$ cat src/rtl/psi_pkg.sv
package psi_pkg;

  // Word addresses decoded by the write and read ports.
  typedef enum logic [1:0] {
    WORD_PEND = 2'd0,
    WORD_CLR  = 2'd1,
    WORD_SET  = 2'd2,
    WORD_RSVD = 2'd3
  } psi_word_e;

  localparam int unsigned PSI_ADDR_W = 2;

  // Mask of the software field: bits DW-1 down to LN+1.
  function automatic logic [63:0] psi_soft_mask(input int unsigned dw, input int unsigned ln);
    logic [63:0] m;
    m = '0;
    for (int unsigned i = 0; i < 64; i++) begin
      if (i > ln && i < dw) m[i] = 1'b1;
    end
    return m;
  endfunction

  // Mask of the hardware field: bits LN-1 down to 1.
  function automatic logic [63:0] psi_hw_mask(input int unsigned ln);
    logic [63:0] m;
    m = '0;
    for (int unsigned i = 1; i < 64; i++) begin
      if (i < ln) m[i] = 1'b1;
    end
    return m;
  endfunction

endpackage

$ cat src/rtl/psi_rst_sync.sv
module psi_rst_sync #(
  parameter int unsigned STAGES = 2
) (
  input  logic clk,
  input  logic arst_n,
  output logic rst_n_o
);

  logic [STAGES-1:0] sync_q;
  logic [STAGES-1:0] sync_d;

  always_comb begin
    sync_d = {sync_q[STAGES-2:0], 1'b1};
  end

  always_ff @(posedge clk or negedge arst_n) begin
    if (!arst_n) begin
      sync_q <= '0;
    end else begin
      sync_q <= sync_d;
    end
  end

  assign rst_n_o = sync_q[STAGES-1];

endmodule

$ cat src/rtl/psi_wr_decode.sv
module psi_wr_decode
  import psi_pkg::*;
#(
  parameter int unsigned LVL_N = 16
) (
  input  logic                    wr_valid,
  input  logic [PSI_ADDR_W-1:0]   wr_addr,
  input  logic [2*LVL_N-1:0]      wr_data,
  output logic [2*LVL_N-1:0]      soft_set,
  output logic [2*LVL_N-1:0]      soft_clr
);

  localparam int unsigned DATA_W    = 2 * LVL_N;
  localparam int unsigned ALIAS_SRC = LVL_N - 2;
  localparam int unsigned ALIAS_DST = DATA_W - 1;
  localparam logic [63:0] SOFT_W64  = psi_soft_mask(DATA_W, LVL_N);
  localparam logic [DATA_W-1:0] SOFT_MASK = SOFT_W64[DATA_W-1:0];

  logic              hit_set;
  logic              hit_clr;
  logic [DATA_W-1:0] alias_v;
  logic [DATA_W-1:0] clr_raw;

  always_comb begin
    hit_set = wr_valid && (wr_addr == WORD_SET);
    hit_clr = wr_valid && (wr_addr == WORD_CLR);
  end

  // The alias bit joins the clear mask before the field mask is applied.
  always_comb begin
    alias_v            = '0;
    alias_v[ALIAS_DST] = wr_data[ALIAS_SRC];
    clr_raw            = wr_data | alias_v;
  end

  always_comb begin
    soft_set = hit_set ? (wr_data & SOFT_MASK) : '0;
    soft_clr = hit_clr ? (clr_raw & SOFT_MASK) : '0;
  end

endmodule

$ cat src/rtl/psi_pend_reg.sv
module psi_pend_reg
  import psi_pkg::*;
#(
  parameter int unsigned LVL_N = 16
) (
  input  logic                clk,
  input  logic                rst_n,
  input  logic [2*LVL_N-1:0]  soft_set,
  input  logic [2*LVL_N-1:0]  soft_clr,
  input  logic [LVL_N-1:0]    hw_set,
  input  logic [LVL_N-1:0]    hw_clr,
  output logic [2*LVL_N-1:0]  pend_q
);

  localparam int unsigned DATA_W = 2 * LVL_N;
  localparam logic [63:0] SOFT_W64 = psi_soft_mask(DATA_W, LVL_N);
  localparam logic [63:0] HW_W64   = psi_hw_mask(LVL_N);
  localparam logic [DATA_W-1:0] SOFT_MASK = SOFT_W64[DATA_W-1:0];
  localparam logic [LVL_N-1:0]  HW_MASK   = HW_W64[LVL_N-1:0];

  logic [DATA_W-1:0] pend_d;
  logic [DATA_W-1:0] soft_d;
  logic [LVL_N-1:0]  hw_d;
  logic [LVL_N-1:0]  hw_set_m;
  logic [LVL_N-1:0]  hw_clr_m;
  logic              soft_act;
  logic              hw_act;
  logic              pend_en;

  always_comb begin
    hw_set_m = hw_set & HW_MASK;
    hw_clr_m = hw_clr & HW_MASK;
    soft_act = (|soft_set) || (|soft_clr);
    hw_act   = (|hw_set_m) || (|hw_clr_m);
    pend_en  = soft_act || hw_act;
  end

  // Software field: clear then set, restricted to the field.
  always_comb begin
    soft_d = ((pend_q & ~soft_clr) | soft_set) & SOFT_MASK;
  end

  // Hardware field: set wins over clear on the same bit.
  always_comb begin
    hw_d = ((pend_q[LVL_N-1:0] & ~hw_clr_m) | hw_set_m) & HW_MASK;
  end

  always_comb begin
    pend_d               = soft_d;
    pend_d[LVL_N-1:0]    = hw_d;
  end

  always_ff @(posedge clk or negedge rst_n) begin
    if (!rst_n) begin
      pend_q <= '0;
    end else if (pend_en) begin
      pend_q <= pend_d;
    end
  end


  soft_hold_chk: assert property (@(posedge clk) disable iff (!rst_n)
    !soft_act |=> $stable(pend_q[DATA_W-1:LVL_N+1]));


  hw_hold_chk: assert property (@(posedge clk) disable iff (!rst_n)
    !((|hw_set[LVL_N-1:1]) || (|hw_clr[LVL_N-1:1])) |=> $stable(pend_q[LVL_N-1:0]));


  rsvd_zero_chk: assert property (@(posedge clk) disable iff (!rst_n)
    (pend_q[0] == 1'b0) && (pend_q[LVL_N] == 1'b0));


  set_take_chk: assert property (@(posedge clk) disable iff (!rst_n)
    (|soft_set) |=> ((pend_q & $past(soft_set)) == $past(soft_set)));


  clr_take_chk: assert property (@(posedge clk) disable iff (!rst_n)
    (|soft_clr) |=> ((pend_q & $past(soft_clr)) == '0));


  hw_set_win_chk: assert property (@(posedge clk) disable iff (!rst_n)
    (|hw_set[LVL_N-1:1]) |=> ((pend_q[LVL_N-1:1] & $past(hw_set[LVL_N-1:1])) == $past(hw_set[LVL_N-1:1])));

endmodule

$ cat src/rtl/psi_level_out.sv
module psi_level_out #(
  parameter int unsigned LVL_N = 16
) (
  input  logic             clk,
  input  logic             rst_n,
  input  logic [LVL_N-2:0] soft_bits,
  input  logic [LVL_N-1:0] rtr_level,
  output logic [LVL_N-1:0] lvl_q
);

  logic [LVL_N-1:0] lvl_d;
  logic             lvl_en;

  // Line 0 comes only from the router; lines 1 and up merge one soft bit each.
  assign lvl_d[0] = rtr_level[0];

  for (genvar g = 1; g < LVL_N; g++) begin : g_line
    assign lvl_d[g] = rtr_level[g] | soft_bits[g-1];
  end

  always_comb begin
    lvl_en = (lvl_d != lvl_q);
  end

  always_ff @(posedge clk or negedge rst_n) begin
    if (!rst_n) begin
      lvl_q <= '0;
    end else if (lvl_en) begin
      lvl_q <= lvl_d;
    end
  end


  lvl_soft_chk: assert property (@(posedge clk) disable iff (!rst_n)
    (|soft_bits) |=> (|lvl_q[LVL_N-1:1]));


  lvl_quiet_chk: assert property (@(posedge clk) disable iff (!rst_n)
    ((soft_bits == '0) && (rtr_level == '0)) |=> (lvl_q == '0));


  lvl_router_chk: assert property (@(posedge clk) disable iff (!rst_n)
    (rtr_level != '0) |=> ((lvl_q & $past(rtr_level)) == $past(rtr_level)));

endmodule

$ cat src/rtl/psi_cpu_softirq.sv
module psi_cpu_softirq
  import psi_pkg::*;
#(
  parameter int unsigned LVL_N       = 16,
  parameter int unsigned SYNC_STAGES = 2
) (
  input  logic                    clk,
  input  logic                    arst_n,
  input  logic                    wr_valid,
  input  logic [PSI_ADDR_W-1:0]   wr_addr,
  input  logic [2*LVL_N-1:0]      wr_data,
  input  logic [PSI_ADDR_W-1:0]   rd_addr,
  output logic [2*LVL_N-1:0]      rd_data,
  input  logic [LVL_N-1:0]        rtr_set,
  input  logic [LVL_N-1:0]        rtr_clr,
  input  logic [LVL_N-1:0]        rtr_level,
  output logic [LVL_N-1:0]        cpu_level
);

  localparam int unsigned DATA_W    = 2 * LVL_N;
  localparam int unsigned ALIAS_SRC = LVL_N - 2;

  logic              rst_n;
  logic [DATA_W-1:0] soft_set;
  logic [DATA_W-1:0] soft_clr;
  logic [DATA_W-1:0] pend_q;

  psi_rst_sync #(
    .STAGES (SYNC_STAGES)
  ) u_rst (
    .clk     (clk),
    .arst_n  (arst_n),
    .rst_n_o (rst_n)
  );

  psi_wr_decode #(
    .LVL_N (LVL_N)
  ) u_dec (
    .wr_valid (wr_valid),
    .wr_addr  (wr_addr),
    .wr_data  (wr_data),
    .soft_set (soft_set),
    .soft_clr (soft_clr)
  );

  psi_pend_reg #(
    .LVL_N (LVL_N)
  ) u_pend (
    .clk      (clk),
    .rst_n    (rst_n),
    .soft_set (soft_set),
    .soft_clr (soft_clr),
    .hw_set   (rtr_set),
    .hw_clr   (rtr_clr),
    .pend_q   (pend_q)
  );

  psi_level_out #(
    .LVL_N (LVL_N)
  ) u_lvl (
    .clk       (clk),
    .rst_n     (rst_n),
    .soft_bits (pend_q[DATA_W-1:LVL_N+1]),
    .rtr_level (rtr_level),
    .lvl_q     (cpu_level)
  );

  always_comb begin
    rd_data = (rd_addr == WORD_PEND) ? pend_q : '0;
  end


  alias_clr_chk: assert property (@(posedge clk) disable iff (!rst_n)
    (wr_valid && (wr_addr == WORD_CLR) && wr_data[ALIAS_SRC]) |=> !pend_q[DATA_W-1]);


  rsvd_wr_chk: assert property (@(posedge clk) disable iff (!rst_n)
    (wr_valid && ((wr_addr == WORD_PEND) || (wr_addr == WORD_RSVD)) && !(|rtr_set) && !(|rtr_clr))
      |=> $stable(pend_q));


  idle_wr_chk: assert property (@(posedge clk) disable iff (!rst_n)
    (!wr_valid && !(|rtr_set) && !(|rtr_clr)) |=> $stable(pend_q));

endmodule

$ cat config.mk
export PLATFORM = sky130hd
export DESIGN_NAME = psi_cpu_softirq
export DESIGN_NICKNAME = d
export VERILOG_FILES = /design/src/rtl/psi_pkg.sv /design/src/rtl/psi_rst_sync.sv /design/src/rtl/psi_wr_decode.sv /design/src/rtl/psi_pend_reg.sv /design/src/rtl/psi_level_out.sv /design/src/rtl/psi_cpu_softirq.sv
export SDC_FILE = /design/constraint.sdc
export NUM_CORES = 1
export LEC_CHECK = 0
export BUFFER_PORTS_ARGS = -buffer_cell sky130_fd_sc_hd__buf_2
export CORE_ASPECT_RATIO = 1.4
export CORE_MARGIN = 2
export CORE_UTILIZATION = 41
export DETAILED_ROUTE_END_ITERATION = 12
export HOLD_SLACK_MARGIN = 0.12
export PLACE_DENSITY = 0.81
export SLEW_MARGIN = 40
export SYNTH_ARGS = -nofsm -noshare
export SYNTH_HDL_FRONTEND = slang
export SYNTH_HIERARCHICAL = 1
export SYNTH_SLANG_ARGS = --single-unit
$ cat constraint.sdc
create_clock -name clk -period 1.45 [get_ports clk]
set_clock_uncertainty 0.05 [all_clocks]
set_input_delay 0 -clock clk [delete_from_list [all_inputs] [get_ports clk]]
set_output_delay 0 -clock clk [all_outputs]
set_load 0.02 [all_outputs]
# [Word-level counts from Yosys, hierarchy flattened]
# Cells that the tools add are included.
[classes] muxes=3 n_bitwise=22 n_eq_ne=3 n_reduce_logical=10
[ops] operator="32-bit 2-to-1 mux" n=3
[ops] operator="32-bit bitwise OR" n=2
[ops] operator="32-bit OR reduction" n=2
[ops] operator="32-bit bitwise AND" n=1
[ops] operator="32-bit inverter" n=1
[ops] operator="15-bit OR reduction" n=2
[ops] operator="16-bit bitwise AND" n=1
[ops] operator="16-bit inequality test" n=1
[ops] operator="16-bit inverter" n=1
[ops] operator="16-bit bitwise OR" n=1
[ops] operator="1-bit bitwise OR" n=15
[ops] operator="1-bit logical OR" n=3
[ops] operator="2-bit by 1-bit equality test with 1-bit output, second input constant" n=1
[ops] operator="2-bit equality test, second input constant" n=1
[ops] operator="1-bit logical AND" n=2
[ops] operator="2-bit logical NOT" n=1
[word_totals] word_cells=41 ff_bits=48 input_bits=87 out_inout_bits=48

# [Logic depth before layout (Yosys ltp)]
[logic_depth] depth_word=6 mapped_depth=6 ltp_nobuf=4

# [By module]
# Netlist, hierarchy kept.
[modules_own_cells] module="psi_pend_reg" cells_per_inst=93 area_each_um2=1107.3 seq_area_each_um2=750.7 n_inst=1
[modules_own_cells] module="psi_level_out" cells_per_inst=32 area_each_um2=498.0 seq_area_each_um2=400.4 n_inst=1
[modules_own_cells] module="psi_wr_decode" cells_per_inst=85 area_each_um2=486.7 seq_area_each_um2=0.0 n_inst=1
[modules_own_cells] module="psi_cpu_softirq" cells_per_inst=38 area_each_um2=457.9 seq_area_each_um2=0.0 n_inst=1
[modules_own_cells] module="psi_rst_sync" cells_per_inst=3 area_each_um2=53.8 seq_area_each_um2=50.0 n_inst=1

# [Least setup slack after synthesis]
# No wires, ideal clock.
[synth_path] kind="register to output" from="reg u_pend.pend_q[29]" to="out rd_data[29]" t_arrival_ps=864 t_required_ps=1400 n_path_buf=0 path_stages_with_launch=2 setup_slack_ps=536 cell_sequence="dfrtp_1 > nor3b_1"
[synth_between] elab_chain_len=1
[synth_rtl] element="from (decl)" line_no="psi_pend_reg.sv:12" source="output logic [2*LVL_N-1:0] pend_q"
[synth_rtl] element="from (signal assigned)" line_no="psi_pend_reg.sv:57" source="pend_q <= pend_d;"
[synth_rtl] element="32-bit 2-to-1 mux" line_no="psi_cpu_softirq.sv:69" source="rd_data = (rd_addr == WORD_PEND) ? pend_q : '0;"
[synth_rtl] element="to (decl)" line_no="psi_cpu_softirq.sv:13" source="output logic [2*LVL_N-1:0] rd_data,"
# No other way between the ends.

# [Worst setup path after layout]
[layout_path] from="in wr_data[31]" to="reg u_pend.pend_q[31]"
[layout_between] elab_chain_len=5 word_cells_on_any_way=10 classes_between="mux (2); bitwise (4); reduce/logical (4)"
[layout_rtl] element="from (decl)" line_no="psi_cpu_softirq.sv:11" source="input logic [2*LVL_N-1:0] wr_data,"
[layout_rtl] element="32-bit bitwise OR (*)" line_no="psi_wr_decode.sv:33" source="clr_raw = wr_data | alias_v;"
[layout_rtl] element="32-bit 2-to-1 mux (*)" line_no="psi_wr_decode.sv:38" source="soft_clr = hit_clr ? (clr_raw & SOFT_MASK) : '0;"
[layout_rtl] element="named net soft_clr[31]" line_no="psi_cpu_softirq.sv:25" source="logic [DATA_W-1:0] soft_clr;"
[layout_rtl] element="32-bit OR reduction / 32-bit inverter (equally long branches)" line_no="psi_pend_reg.sv:33, psi_pend_reg.sv:40"
[layout_rtl] element="1-bit logical OR / 32-bit bitwise AND (equally long branches)" line_no="psi_pend_reg.sv:33, psi_pend_reg.sv:40"
[layout_rtl] element="1-bit logical OR / 32-bit bitwise OR (equally long branches)" line_no="psi_pend_reg.sv:35, psi_pend_reg.sv:40"
# The timed path passes the listed nets; every way through them passes the cells marked *.
# A chain may end at the register's enable or synchronous reset.

==> run summary <==
DR WL met3: 314 µm
GR Overflow Total: 0
CP max-delay cell: dlygate4sd3_1
WL final: 6380 µm
Cell Area, Synth: 2340 µm²
# nets final: 478
Setup violations, final: 0
Via Count: 2102
Core Util, Final: 65.7%
Antenna-violating nets left: 0
CTS sink cnt: 48
Worst min path class: primary input to flip-flop
Fraction of layout cells with a size suffix above 1: 39.1%
RSZ-0062 raised after global routing: no
CTS H-tree depth: 2
CTS tree: yes
Port bufs: 114
Max Cap Viol: 0
P&R area growth vs syn: 54.9%
Global Route Usage Sum: 21.2%
Post-DP HPWL: 3830 µm
Pre-Repair DR Iteration Count: 4
Final Max Slew Viols: 0
Final worst-path cycle share: 94.7%
Pwr Total: 3.16 mW
Crit path cell chain: dlygate4sd3_1 > buf_2 > o211a_1 > inv_1 > a21o_1 > dlygate4sd3_1
Crit-path max FO: 2
Antenna violations before repair: 0
Post-Syn Instances: 216
WP data arrival: 1500 ps
Met2 Routed Length: 3620 µm
WL per Instance: 13.9 µm
Remaining DRCs: 0
Number of cells upsized or downsized after cts: 0
Largest net degree at the start of global routing: 33
Max frequency: 0.728 GHz
PD cells: 872 nW/µm²
Outcome: finished, final reports clean
Place WS: 368 ps
Post-route minimum period: 1370 ps
Fin area: 3630 µm²
Final WS setup: 77.0 ps
Final Instance Count excl. Fillers: 459
Largest delay share family, worst path: buffers and inverters
WP data required: 1580 ps
Num ports: 135
Max clock buf depth: 2
Vias in the first global route: 2191
Diode count: 0
Height of the die: 93.5 µm
Final hold slack: 169 ps
Skew-Pair Late Insertion Delay: 300 ps
Number of setup buffers added after CTS: 0
Core area: 5530 µm²
Root Buffer: clkbuf_8
Dpl cell area: 2910 µm²
Static Leakage: 1.84 nW
CP Class: primary input to flip-flop
Global placer's final weighted congestion: 0.745
Die Wd: 67.9 µm
CP Capture Type: flip-flop
Placed cells: 388
Starting density of the core: 42.4%
DR top layer: met4
CP dominant cell by count: dlygate4sd3_1
Worst Path Buf+Inv: 4
First-pass GRT wire length: 9930 µm
Avg Vias per Cell: 4.58
Row cnt: 32
Transition time of the tightest slew-check pin: 555 ps
Fin Setup TNS: 0 ps
CP peak stage delay: 540 ps
Slew HR: 63.0%
DRT iter0 DRCs: 56
Worst setup SP type: primary input
Final hold violation count: 0
Syn Area/Cell: 10.9 µm²
Die area: 6350 µm²
Reg clk slew, reported paths: 80 ps
Met1 wire length: 2370 µm
Peak supply drop: 0.490 mV
YS warnings: 6
Num CTS Buffers: 5
registers in the layout, indices dropped and copies added (netlist names):
| name | cells |
|---|---|
| u_rst/sync_q | 2 |
| u_pend/pend_q | 30 |
| u_lvl/lvl_q | 16 |
worst min-delay path: stages:
cell and delay (ps):
buf_2 100, nor2b_1 60, and3_1 170, a21o_1 140
per-layer routing:
layer,vias to the layer above,global-route usage [%]
met2,68,41.6
met3,8,4.57
met5,-,0
met1,1003,21.5
met4,0,5.50
li1,1023,-
layout make-up:
type	count	area (µm²)
clock inverters	1	5.00
multi-input cells	126	922
repair buffers	180	1230
inverters	30	113
fillers	435	1890
well taps	68	85.1
clock buffers	6	72.6
flip-flops and latches	48	1200
where the power goes:
group,switching [mW],total [mW],internal [mW]
registers,0.0816,1.58,1.50
clock network,0.410,0.738,0.328
logic,0.404,0.843,0.439
what timing repair did:
action,CTS,global route
hold buffers,64,0
endpoints found under the setup margin,0,0
hold endpoints to repair,48,0
worst paths after layout:
kind	from	end	slack, ps	cells after the start
worst min register to register	u_rst/sync_q[1]	u_pend/pend_q[18]	190	1
worst min-delay path	wr_addr[0]	u_pend/pend_q[30]	170	4
worst max-delay path	wr_data[31]	u_pend/pend_q[31]	80	6
min in group asynchronous	u_rst/sync_q[1]	u_pend/pend_q[18]	190	1
max in group asynchronous	arst_n	u_rst/sync_q[1]	700	3
worst max register to register	u_pend/pend_q[14]	u_pend/pend_q[14]	150	2
layout by cell type, fill, tap and decap left out, types with 3 or more instances in the layout:
cell / n
a21o_1: 30
and3_1: 5
buf_2: 112
buf_4: 4
clkbuf_8: 5
conb_1: 3
dfrtp_1: 47
dlygate4sd3_1: 64
inv_1: 30
nand2_1: 12
nor2_1: 24
nor3b_2: 30
or2_1: 15
No activity file was read; power rests on OpenSTA's default activity.
